`src/rtl/sysclk_sel_pkg.sv`:
```
package sysclk_sel_pkg;
  localparam int NSRC   = 4;
  localparam int SRC_W  = $clog2(NSRC);
  localparam int DIV_W  = 2;
  localparam int WORD_W = 16;
  localparam int MAX_SH = 4;
  localparam int SH_W   = $clog2(MAX_SH + 1);
  localparam int CNT_W  = MAX_SH;

  typedef enum logic [SRC_W-1:0] {
    SRC_INT  = 2'd0,
    SRC_LOW  = 2'd1,
    SRC_HIGH = 2'd2,
    SRC_EXT  = 2'd3
  } src_e;

  typedef struct packed {
    logic             rl_en;
    logic [DIV_W-1:0] rl_div;
    logic [SRC_W-1:0] rl_src;
    logic [DIV_W-1:0] act_div;
    logic [SRC_W-1:0] act_src;
  } cfg_t;

  function automatic logic is_reserved(input logic [SRC_W-1:0] s,
                                       input logic [DIV_W-1:0] d);
    case (src_e'(s))
      SRC_LOW: is_reserved = (d > 2'd1);
      SRC_EXT: is_reserved = (d != 2'd0);
      default: is_reserved = 1'b0;
    endcase
  endfunction

  function automatic logic [SH_W-1:0] ratio_sh(input logic [SRC_W-1:0] s,
                                               input logic [DIV_W-1:0] d);
    if (is_reserved(s, d)) begin
      ratio_sh = '0;
    end else if (src_e'(s) == SRC_HIGH && d > 2'd1) begin
      ratio_sh = SH_W'(d) + SH_W'(1);
    end else begin
      ratio_sh = SH_W'(d);
    end
  endfunction

  function automatic logic [WORD_W-1:0] pack_word(input cfg_t c);
    pack_word = '0;
    pack_word[15]    = c.rl_en;
    pack_word[13:12] = c.rl_div;
    pack_word[9:8]   = c.rl_src;
    pack_word[5:4]   = c.act_div;
    pack_word[1:0]   = c.act_src;
  endfunction

  function automatic cfg_t unpack_word(input logic [WORD_W-1:0] w);
    unpack_word.rl_en   = w[15];
    unpack_word.rl_div  = w[13:12];
    unpack_word.rl_src  = w[9:8];
    unpack_word.act_div = w[5:4];
    unpack_word.act_src = w[1:0];
  endfunction
endpackage

```
`src/rtl/sysclk_cfg_reg.sv`:
```
module sysclk_cfg_reg
  import sysclk_sel_pkg::*;
(
  input  logic              clk,
  input  logic              rst_n,
  input  logic              reg_wr,
  input  logic              wr_unlock,
  input  logic [WORD_W-1:0] reg_wdata,
  input  logic              sleep_in,
  input  logic              wake_evt,
  output cfg_t              cfg,
  output logic [WORD_W-1:0] rdata,
  output logic              wake_load,
  output logic              wr_take,
  output logic              div_err
);
  cfg_t cfg_nxt;
  cfg_t cfg_rst;

  assign wake_load = sleep_in & wake_evt & cfg.rl_en;
  assign wr_take   = reg_wr & wr_unlock & ~wake_load;

  always_comb begin
    cfg_rst         = '0;
    cfg_rst.act_div = 2'd2;
    cfg_nxt         = cfg;
    if (wake_load) begin
      cfg_nxt.act_src = cfg.rl_src;
      cfg_nxt.act_div = cfg.rl_div;
    end else if (wr_take) begin
      cfg_nxt = unpack_word(reg_wdata);
    end
  end

  always_ff @(posedge clk or negedge rst_n) begin
    if (!rst_n) begin
      cfg     <= cfg_rst;
      div_err <= 1'b0;
    end else begin
      cfg     <= cfg_nxt;
      div_err <= (wake_load | wr_take) & is_reserved(cfg_nxt.act_src, cfg_nxt.act_div);
    end
  end

  assign rdata = pack_word(cfg);
endmodule

```
`src/rtl/sysclk_switch.sv`:
```
module sysclk_switch
  import sysclk_sel_pkg::*;
(
  input  logic             clk,
  input  logic             rst_n,
  input  logic [SRC_W-1:0] act_src,
  input  logic [DIV_W-1:0] act_div,
  input  logic [NSRC-1:0]  src_ready,
  output logic [SRC_W-1:0] use_src,
  output logic [SH_W-1:0]  use_sh,
  output logic             restart,
  output logic [NSRC-1:0]  src_req
);
  logic             tgt_ok;
  logic [SRC_W-1:0] src_nxt;
  logic [SH_W-1:0]  sh_nxt;

  assign tgt_ok  = (act_src == use_src) | src_ready[act_src];
  assign src_nxt = tgt_ok ? act_src : use_src;
  assign sh_nxt  = tgt_ok ? ratio_sh(act_src, act_div) : use_sh;

  always_ff @(posedge clk or negedge rst_n) begin
    if (!rst_n) begin
      use_src <= SRC_INT;
      use_sh  <= ratio_sh(SRC_INT, 2'd2);
      restart <= 1'b0;
    end else begin
      use_src <= src_nxt;
      use_sh  <= sh_nxt;
      restart <= (src_nxt != use_src) | (sh_nxt != use_sh);
    end
  end

  for (genvar i = 0; i < NSRC; i++) begin : g_req
    assign src_req[i] = (act_src == SRC_W'(i)) | (use_src == SRC_W'(i));
  end
endmodule

```
`src/rtl/sysclk_div.sv`:
```
module sysclk_div
  import sysclk_sel_pkg::*;
(
  input  logic             clk,
  input  logic             rst_n,
  input  logic [NSRC-1:0]  src_tick,
  input  logic [SRC_W-1:0] use_src,
  input  logic [SH_W-1:0]  use_sh,
  input  logic             restart,
  output logic             sel_tick,
  output logic             clk_en_out
);
  logic [CNT_W-1:0] cnt;
  logic [CNT_W-1:0] lim;

  assign sel_tick = src_tick[use_src];
  assign lim      = (CNT_W'(1) << use_sh) - CNT_W'(1);

  always_ff @(posedge clk or negedge rst_n) begin
    if (!rst_n) begin
      cnt        <= '0;
      clk_en_out <= 1'b0;
    end else if (restart) begin
      cnt        <= '0;
      clk_en_out <= 1'b0;
    end else if (sel_tick) begin
      if (cnt == lim) begin
        cnt        <= '0;
        clk_en_out <= 1'b1;
      end else begin
        cnt        <= cnt + CNT_W'(1);
        clk_en_out <= 1'b0;
      end
    end else begin
      clk_en_out <= 1'b0;
    end
  end
endmodule

```
`src/rtl/sysclk_sel.sv`:
```
module sysclk_sel
  import sysclk_sel_pkg::*;
(
  input  logic        clk,
  input  logic        rst_n,
  input  logic        reg_wr,
  input  logic        wr_unlock,
  input  logic [15:0] reg_wdata,
  output logic [15:0] reg_rdata,
  input  logic        sleep_in,
  input  logic        wake_evt,
  input  logic [3:0]  src_tick,
  input  logic [3:0]  src_ready,
  output logic [3:0]  src_req,
  output logic [1:0]  use_src,
  output logic        div_err,
  output logic        clk_en_out
);
  cfg_t            cfg;
  logic            wake_load;
  logic            wr_take;
  logic [SH_W-1:0] use_sh;
  logic            restart;
  logic            sel_tick;

  sysclk_cfg_reg u_cfg (
    .clk(clk), .rst_n(rst_n), .reg_wr(reg_wr), .wr_unlock(wr_unlock),
    .reg_wdata(reg_wdata), .sleep_in(sleep_in), .wake_evt(wake_evt),
    .cfg(cfg), .rdata(reg_rdata), .wake_load(wake_load), .wr_take(wr_take),
    .div_err(div_err)
  );

  sysclk_switch u_sw (
    .clk(clk), .rst_n(rst_n), .act_src(cfg.act_src), .act_div(cfg.act_div),
    .src_ready(src_ready), .use_src(use_src), .use_sh(use_sh),
    .restart(restart), .src_req(src_req)
  );

  sysclk_div u_div (
    .clk(clk), .rst_n(rst_n), .src_tick(src_tick), .use_src(use_src),
    .use_sh(use_sh), .restart(restart), .sel_tick(sel_tick),
    .clk_en_out(clk_en_out)
  );
endmodule

```
`config.mk`:
```
export PLATFORM = sky130hd
export DESIGN_NAME = sysclk_sel
export DESIGN_NICKNAME = d
export VERILOG_FILES = /design/src/rtl/sysclk_sel_pkg.sv /design/src/rtl/sysclk_cfg_reg.sv /design/src/rtl/sysclk_switch.sv /design/src/rtl/sysclk_div.sv /design/src/rtl/sysclk_sel.sv
export SDC_FILE = /design/constraint.sdc
export NUM_CORES = 1
export LEC_CHECK = 0
export ABC_AREA = 0
export BUFFER_PORTS_ARGS = -buffer_cell sky130_fd_sc_hd__buf_2
export CAP_MARGIN = 20
export CORE_ASPECT_RATIO = 0.5
export CORE_MARGIN = 2
export CORE_UTILIZATION = 50
export CTS_BUF_LIST = sky130_fd_sc_hd__clkbuf_4 sky130_fd_sc_hd__clkbuf_8
export CTS_CLUSTER_SIZE = 16
export DETAILED_ROUTE_END_ITERATION = 10
export GPL_TIMING_DRIVEN = 0
export PLACE_DENSITY_LB_ADDON = 0.3
export SLEW_MARGIN = 25
export SYNTH_ARGS = -nofsm -noshare
export SYNTH_HDL_FRONTEND = slang
export SYNTH_SLANG_ARGS = --single-unit
export TNS_END_PERCENT = 10
```
`constraint.sdc`:
```
create_clock -name clk -period 2.8 [get_ports clk]
set_clock_uncertainty 0.05 [all_clocks]
set_input_delay 0.56 -clock clk [delete_from_list [all_inputs] [get_ports clk]]
set_output_delay 0.56 -clock clk [all_outputs]
set_load 0.01 [all_outputs]
```
==> results.sh, run 1 <==
export IMPL_postSynthAreaPerCell_sq_um=9.767
export IMPL_ys_seq_elements=21
export IMPL_synth_cell_types=43
export IMPL_cpMaxStageDelayCell="dfrtp_1"
export IMPL_htreeDepth=1
export IMPL_min_period_ps=2086
export IMPL_grt_pass1_wl_um=4485
export IMPL_whs_ps=191.1
export IMPL_drc=0
export IMPL_clk_pin_slew_ps=80
export IMPL_seq_area_frac_synth_pct=38.89
export IMPL_via_per_inst=5.160
export IMPL_port_buffers=39
export IMPL_cts_root_buf="clkbuf_8"
export IMPL_fin_nets=224
export IMPL_required_ps=2900
export IMPL_cts_sinks=21
export IMPL_syn_inst=139
export IMPL_clkLatencyLatePin_ps=260
export IMPL_ys_warnings_count=0
export IMPL_fmax_mhz=479.3
export IMPL_fin_area_sq_um=1670
export IMPL_fp_dieW_um=77.69
export IMPL_ir_worst_vdd_v=0.0003939
export IMPL_coreArea_sq_um=2586
export IMPL_antenna_left=0
export IMPL_timing_final_crit_share_pct=74.51
export IMPL_placed_area_sq_um=1622
export IMPL_syn_area_sq_um=1358
export IMPL_cts_made_buffers=3
export IMPL_status="complete, no violations"
export IMPL_wirelength_um=2893
export IMPL_arrival_ps=2190
export IMPL_cts_tree="yes"
export IMPL_antenna_cells=0
export IMPL_globalplace_congestion=0.7570
export IMPL_hold_buffers=0
export IMPL_grt_overflow_total=0
export IMPL_grt_usage_pct=18.89
export IMPL_grt_antenna_before_repair=0
export IMPL_hpwl_um=2201
export IMPL_critPathMaxFanout=6
export IMPL_grt_pass1_vias=1046
export IMPL_grt_max_degree=22
export IMPL_drive_above_1_share_pct=37.77
export IMPL_hold_violations=0
export IMPL_die_h_um=40.85
export IMPL_min_path_type="in2async"
export IMPL_finalSetupTns_ps=0
export IMPL_num_vias=1161
export IMPL_ios=54
export IMPL_crit_type="reg2reg"
export IMPL_n_fill_cell=217
export IMPL_p_leak_nw=0.8600
export IMPL_area_delta_synth_final_pct=23.04
export IMPL_rsz0062_at_grt="false"
export IMPL_post_cts_setup_buffers=0
export IMPL_setup_violations=0
export IMPL_cp_slowest_stage_delay_ps=430
export IMPL_ff2ff_path_depth=7
export IMPL_drtIter0Drc=68
export IMPL_power_density_nw_per_um2=820.4
export IMPL_end_kind="flip-flop"
export IMPL_clockBufferDepth=2
export IMPL_final_common_cell="buf_2"
export IMPL_crit_path_start_kind="flip-flop"
export IMPL_r2r_end="u_div.cnt[3]$_DFFE_PN0P_"
export IMPL_report_final_slew_viol_count=0
export IMPL_cp_endpoint="u_div.cnt[3]$_DFFE_PN0P_"
export IMPL_dr_pass1_iters=4
export IMPL_crit_start="u_sw.use_sh[0]$_DFF_PN0_"
export IMPL_start_util_pct=52.49
export IMPL_r2r_setup_slack_ps=710
export IMPL_timing_rr_start="u_sw.use_sh[0]$_DFF_PN0_"
export IMPL_rows=13
export IMPL_max_cap_viol_count=0
export IMPL_final_cell_mix="buf_2, dfrtp_1, nand2_1"
export IMPL_critical_path_cell_chain="or3_1 > ha_1 > xnor2_1 > mux2i_1 > a211o_2 > nand3_1 > a31oi_1"
export IMPL_die_area_sq_um=3173
export IMPL_wl_per_cell_um=12.86
export IMPL_ctsResizeCount=0
==> per-stage QoR <==
stage	setup WS [ps]	total power, mW	utilization [%]	instances
3_3_place_gp	760.2	1.122	62.70	221
2_1_floorplan	849.4	0.9707	-	145
3_5_place_dp	729.4	1.160	62.70	221
4_1_cts	713.0	1.372	64.59	225
6_report	713.7	1.370	64.59	225
5_1_grt	568.8	1.470	64.59	225
==> kinds of logic (layout without fill, tap and decap cells) <==
group,count (synthesis),in the layout,synth area share (%)
other,1,7,0.2762
buffers and inverters,20,63,10.14
xor gates and xnor gates,8,8,5.161
AOI/OAI and AO/OA,26,26,12.35
adders and majority gates,6,6,5.438
muxes,16,16,12.72
and+or+nand+nor,41,41,15.03
DFF,21,21,38.89
==> metal layers <==
layer	track usage [%]	up-vias	share of wire, %
met1	20.51	543	44
met4	7.589	0	2.0
met2	37.50	44	49
li1	-	566	-
met5	0	-	0
met3	5.286	8	5.5
==> worst min-delay path by stage <==
stage	end	slack, ps	cells past startpoint
after floorplan	u_cfg.cfg[0]$_DFF_PN0_	210	0
after global placement	u_cfg.cfg[8]$_DFFE_PN0P_	430	2
after detailed placement	u_cfg.cfg[8]$_DFFE_PN0P_	450	2
after CTS	u_cfg.cfg[4]$_DFFE_PN0P_	210	1
after global routing	u_sw.use_src[0]$_DFF_PN0_	220	1
final	u_sw.use_src[0]$_DFF_PN0_	190	1
==> power by group <==
part | switching, mW | internal [mW]
Clock | 0.0997 | 0.111
Combinational | 0.362 | 0.333
Sequential | 0.0828 | 0.382
Total | 0.544 | 0.826
==> worst max-delay path: cells and delay by family, from the launching register on <==
family                   cells  cell delay (ps)
XOR/XNOR                     1              220
adder cells (fa/ha/maj)      1              210
AO/OA/AOI/OAI                2              480
AND/OR/NAND/NOR              2              470
multiplexers                 1              110
flip-flops                   1              430
==> state kept, by name, summed over array words and instances, names as in the netlist <==
signal            count
u_cfg.cfg             9
u_sw.use_src          2
u_div.clk_en_out      1
u_sw.restart          1
u_sw.use_sh           3
u_cfg.div_err         1
u_div.cnt             4
==> layout make-up <==
cell class / count / area [sq um] / area share [%]
multi-input combinational: 104 / 714.4 / 42.77
tap: 37 / 46.29 / 2.772
buffer: 12 / 107.6 / 6.442
clock buffer: 4 / 48.80 / 2.921
inverter: 8 / 30.03 / 1.798
timing repair buffer: 39 / 195.2 / 11.69
sequential: 21 / 528.0 / 31.61
==> cells in the mapped netlist <==
cell / number / area, sq um
o22ai_2: 1 / 12.51
a31oi_1: 2 / 12.51
inv_2: 1 / 3.750
nand2b_1: 1 / 6.260
o22ai_1: 4 / 25.02
a41oi_1: 1 / 8.760
maj3_2: 1 / 11.26
xor2_1: 3 / 26.28
inv_1: 7 / 26.28
buf_6: 2 / 22.52
buf_4: 8 / 60.06
nor2_1: 7 / 26.28
nor2b_1: 3 / 18.77
mux2i_1: 9 / 90.09
o21ai_0: 7 / 35.03
mux2_4: 1 / 15.01
o311a_1: 1 / 10.01
nand3_1: 3 / 15.01
and3_1: 3 / 18.77
and2_1: 1 / 6.260
buf_2: 1 / 5.000
dfstp_2: 2 / 52.55
ha_1: 5 / 62.56
o22a_1: 1 / 8.760
nor3b_1: 1 / 7.510
a211oi_1: 1 / 7.510
nor3_2: 1 / 10.01
and2b_1: 1 / 7.510
a21oi_1: 5 / 25.02
a21o_1: 1 / 7.510
nand2_1: 14 / 52.55
mux2_2: 6 / 67.56
dfrtp_1: 19 / 475.5
nor3_1: 2 / 10.01
nand4_1: 1 / 6.260
buf_12: 1 / 20.02
conb_1: 1 / 3.750
nor2_2: 1 / 6.260
a211o_2: 1 / 10.01
xnor2_1: 5 / 43.79
o21ai_1: 1 / 5.000
nand2_2: 1 / 6.260
or3_1: 1 / 6.260
No activity file was read; power rests on OpenSTA's default activity.
==> run 2: changes to the inputs <==
clock period = 2.03 ns   (was 2.8 ns; I/O delays follow)
==> results.sh, run 2 (same netlist as run 1, synthesis figures left out) <==
export IMPL_min_period_ps=1958
export IMPL_min_path_type="in2async"
export IMPL_cts_made_buffers=3
export IMPL_drc=0
export IMPL_ff2ff_path_depth=7
export IMPL_clk_pin_slew_ps=80
export IMPL_r2r_end="u_div.cnt[3]$_DFFE_PN0P_"
export IMPL_rows=13
export IMPL_clkLatencyLatePin_ps=260
export IMPL_report_final_slew_viol_count=0
export IMPL_crit_path_start_kind="flip-flop"
export IMPL_power_density_nw_per_um2=1179
export IMPL_crit_type="reg2reg"
export IMPL_dp_slack_ps=-40.58
export IMPL_ir_worst_vdd_v=0.0005529
export IMPL_setup_ws_ps=71.52
export IMPL_coreArea_sq_um=2586
export IMPL_globalplace_congestion=0.7570
export IMPL_antenna_left=0
export IMPL_biggestRegsByFlops="u_cfg.cfg (9), u_div.cnt (4), u_sw.use_sh (3)"
export IMPL_grt_pass1_vias=1065
export IMPL_largest_register="u_cfg.cfg"
export IMPL_via_per_inst=5.128
export IMPL_die_area_sq_um=3173
export IMPL_htreeDepth=1
export IMPL_largest_reg_flops=9
export IMPL_port_buffers=39
export IMPL_fmax_mhz=510.6
export IMPL_ios=54
export IMPL_cp_endpoint="u_div.cnt[3]$_DFFE_PN0P_"
export IMPL_required_ps=2130
export IMPL_r2r_setup_slack_ps=70
export IMPL_fin_util_pct=66.86
export IMPL_crit_start="u_sw.use_sh[1]$_DFF_PN1_"
export IMPL_num_vias=1164
export IMPL_critPathMaxFanout=6
export IMPL_grt_usage_pct=18.94
export IMPL_timing_final_crit_share_pct=96.48
export IMPL_max_cap_viol_count=0
export IMPL_fin_area_sq_um=1729
export IMPL_area_delta_synth_final_pct=27.37
export IMPL_arrival_ps=2060
export IMPL_cts_tree="yes"
export IMPL_grt_antenna_before_repair=0
export IMPL_grt_max_degree=22
export IMPL_setup_violations=0
export IMPL_start_util_pct=52.49
export IMPL_final_common_cell="buf_2"
export IMPL_grt_pass1_wl_um=4491
export IMPL_hold_buffers=0
export IMPL_fin_nets=226
export IMPL_die_h_um=40.85
export IMPL_dr_pass1_iters=4
export IMPL_timing_rr_start="u_sw.use_sh[1]$_DFF_PN1_"
export IMPL_wl_per_cell_um=13.05
export IMPL_grt_overflow_total=0
export IMPL_cts_sinks=21
export IMPL_fp_dieW_um=77.69
export IMPL_antenna_cells=0
export IMPL_status="complete, no violations"
export IMPL_hold_violations=0
export IMPL_cts_root_buf="clkbuf_8"
export IMPL_placed_area_sq_um=1622
export IMPL_clockBufferDepth=2
export IMPL_final_cell_mix="buf_2, dfrtp_1, nand2_1"
export IMPL_end_kind="flip-flop"
export IMPL_wirelength_um=2962
export IMPL_p_leak_nw=0.8768
export IMPL_hpwl_um=2201
export IMPL_drtIter0Drc=42
export IMPL_drive_above_1_share_pct=40.00
-- run 2: cell count changes in the layout (fill, tap and decap cells not counted) --
cell / delta
xnor2_1: -1
ha_1: -1
a211o_4: +1
or3_1: -1
xnor2_4: +1
buf_4: +2
ha_4: +1
a211o_2: -1
or3_4: +1
-- run 2: worst min-delay path by stage --
stage | startpoint | endpoint | slack (ps)
after floorplan | rst_n | u_cfg.cfg[0]$_DFF_PN0_ | 60
after CTS | rst_n | u_cfg.cfg[4]$_DFFE_PN0P_ | 50
after global routing | rst_n | u_sw.use_src[0]$_DFF_PN0_ | 70
after detailed placement | rst_n | u_cfg.cfg[4]$_DFFE_PN0P_ | 340
final | rst_n | u_sw.use_src[0]$_DFF_PN0_ | 40
after global placement | rst_n | u_cfg.cfg[8]$_DFFE_PN0P_ | 330
-- run 2: what timing repair did --
action | 4_1_cts | 5_1_grt
resized for setup | 1 | 5
endpoints found under the setup margin | 5 | 5
pin swaps | 0 | 3
endpoints found under the hold margin | 0 | 0
buffers inserted | 1 | 1
-- run 2: final cells by class --
class / instances / area [sq um]
fillers: 208 / 857.1
multi-input cells: 104 / 758.2
flip-flops and latches: 21 / 528.0
repair buffers: 41 / 210.2
plain buffers: 12 / 107.6
clock buffers: 4 / 48.80
well taps: 37 / 46.29
inverters: 8 / 30.03
-- run 2: metal layers --
metal  share of wire [%]  global-route usage (%)
met1                  43                   20.24
met2                  50                   37.93
met3                 4.9                   5.286
met4                 2.0                   8.036
met5                   0                       0
-- run 2: worst max-delay path, cell delays in order, from the launching register on --
cell and delay [ps]:
dfstp_2 400, or3_4 400, ha_4 180, xnor2_4 170
mux2i_1 110, a211o_4 360, nand3_1 90, a31oi_1 80
-- run 2: power by group --
part | internal [mW] | switching (mW)
sequential | 0.527 | 0.106
clock | 0.153 | 0.136
combinational | 0.561 | 0.553
total | 1.24 | 0.796
-- run 2: per-stage QoR --
stage               cells  setup TNS, ps  power (mW)  hold WS [ps]
floorplan             145              0       1.339         60.41
global placement      221         -14.14       1.547         333.3
detailed placement    221         -94.81       1.600         339.2
CTS                   226              0       1.922         53.96
global route          227         -1.846       2.174         69.59
finish                227              0       2.038         39.36
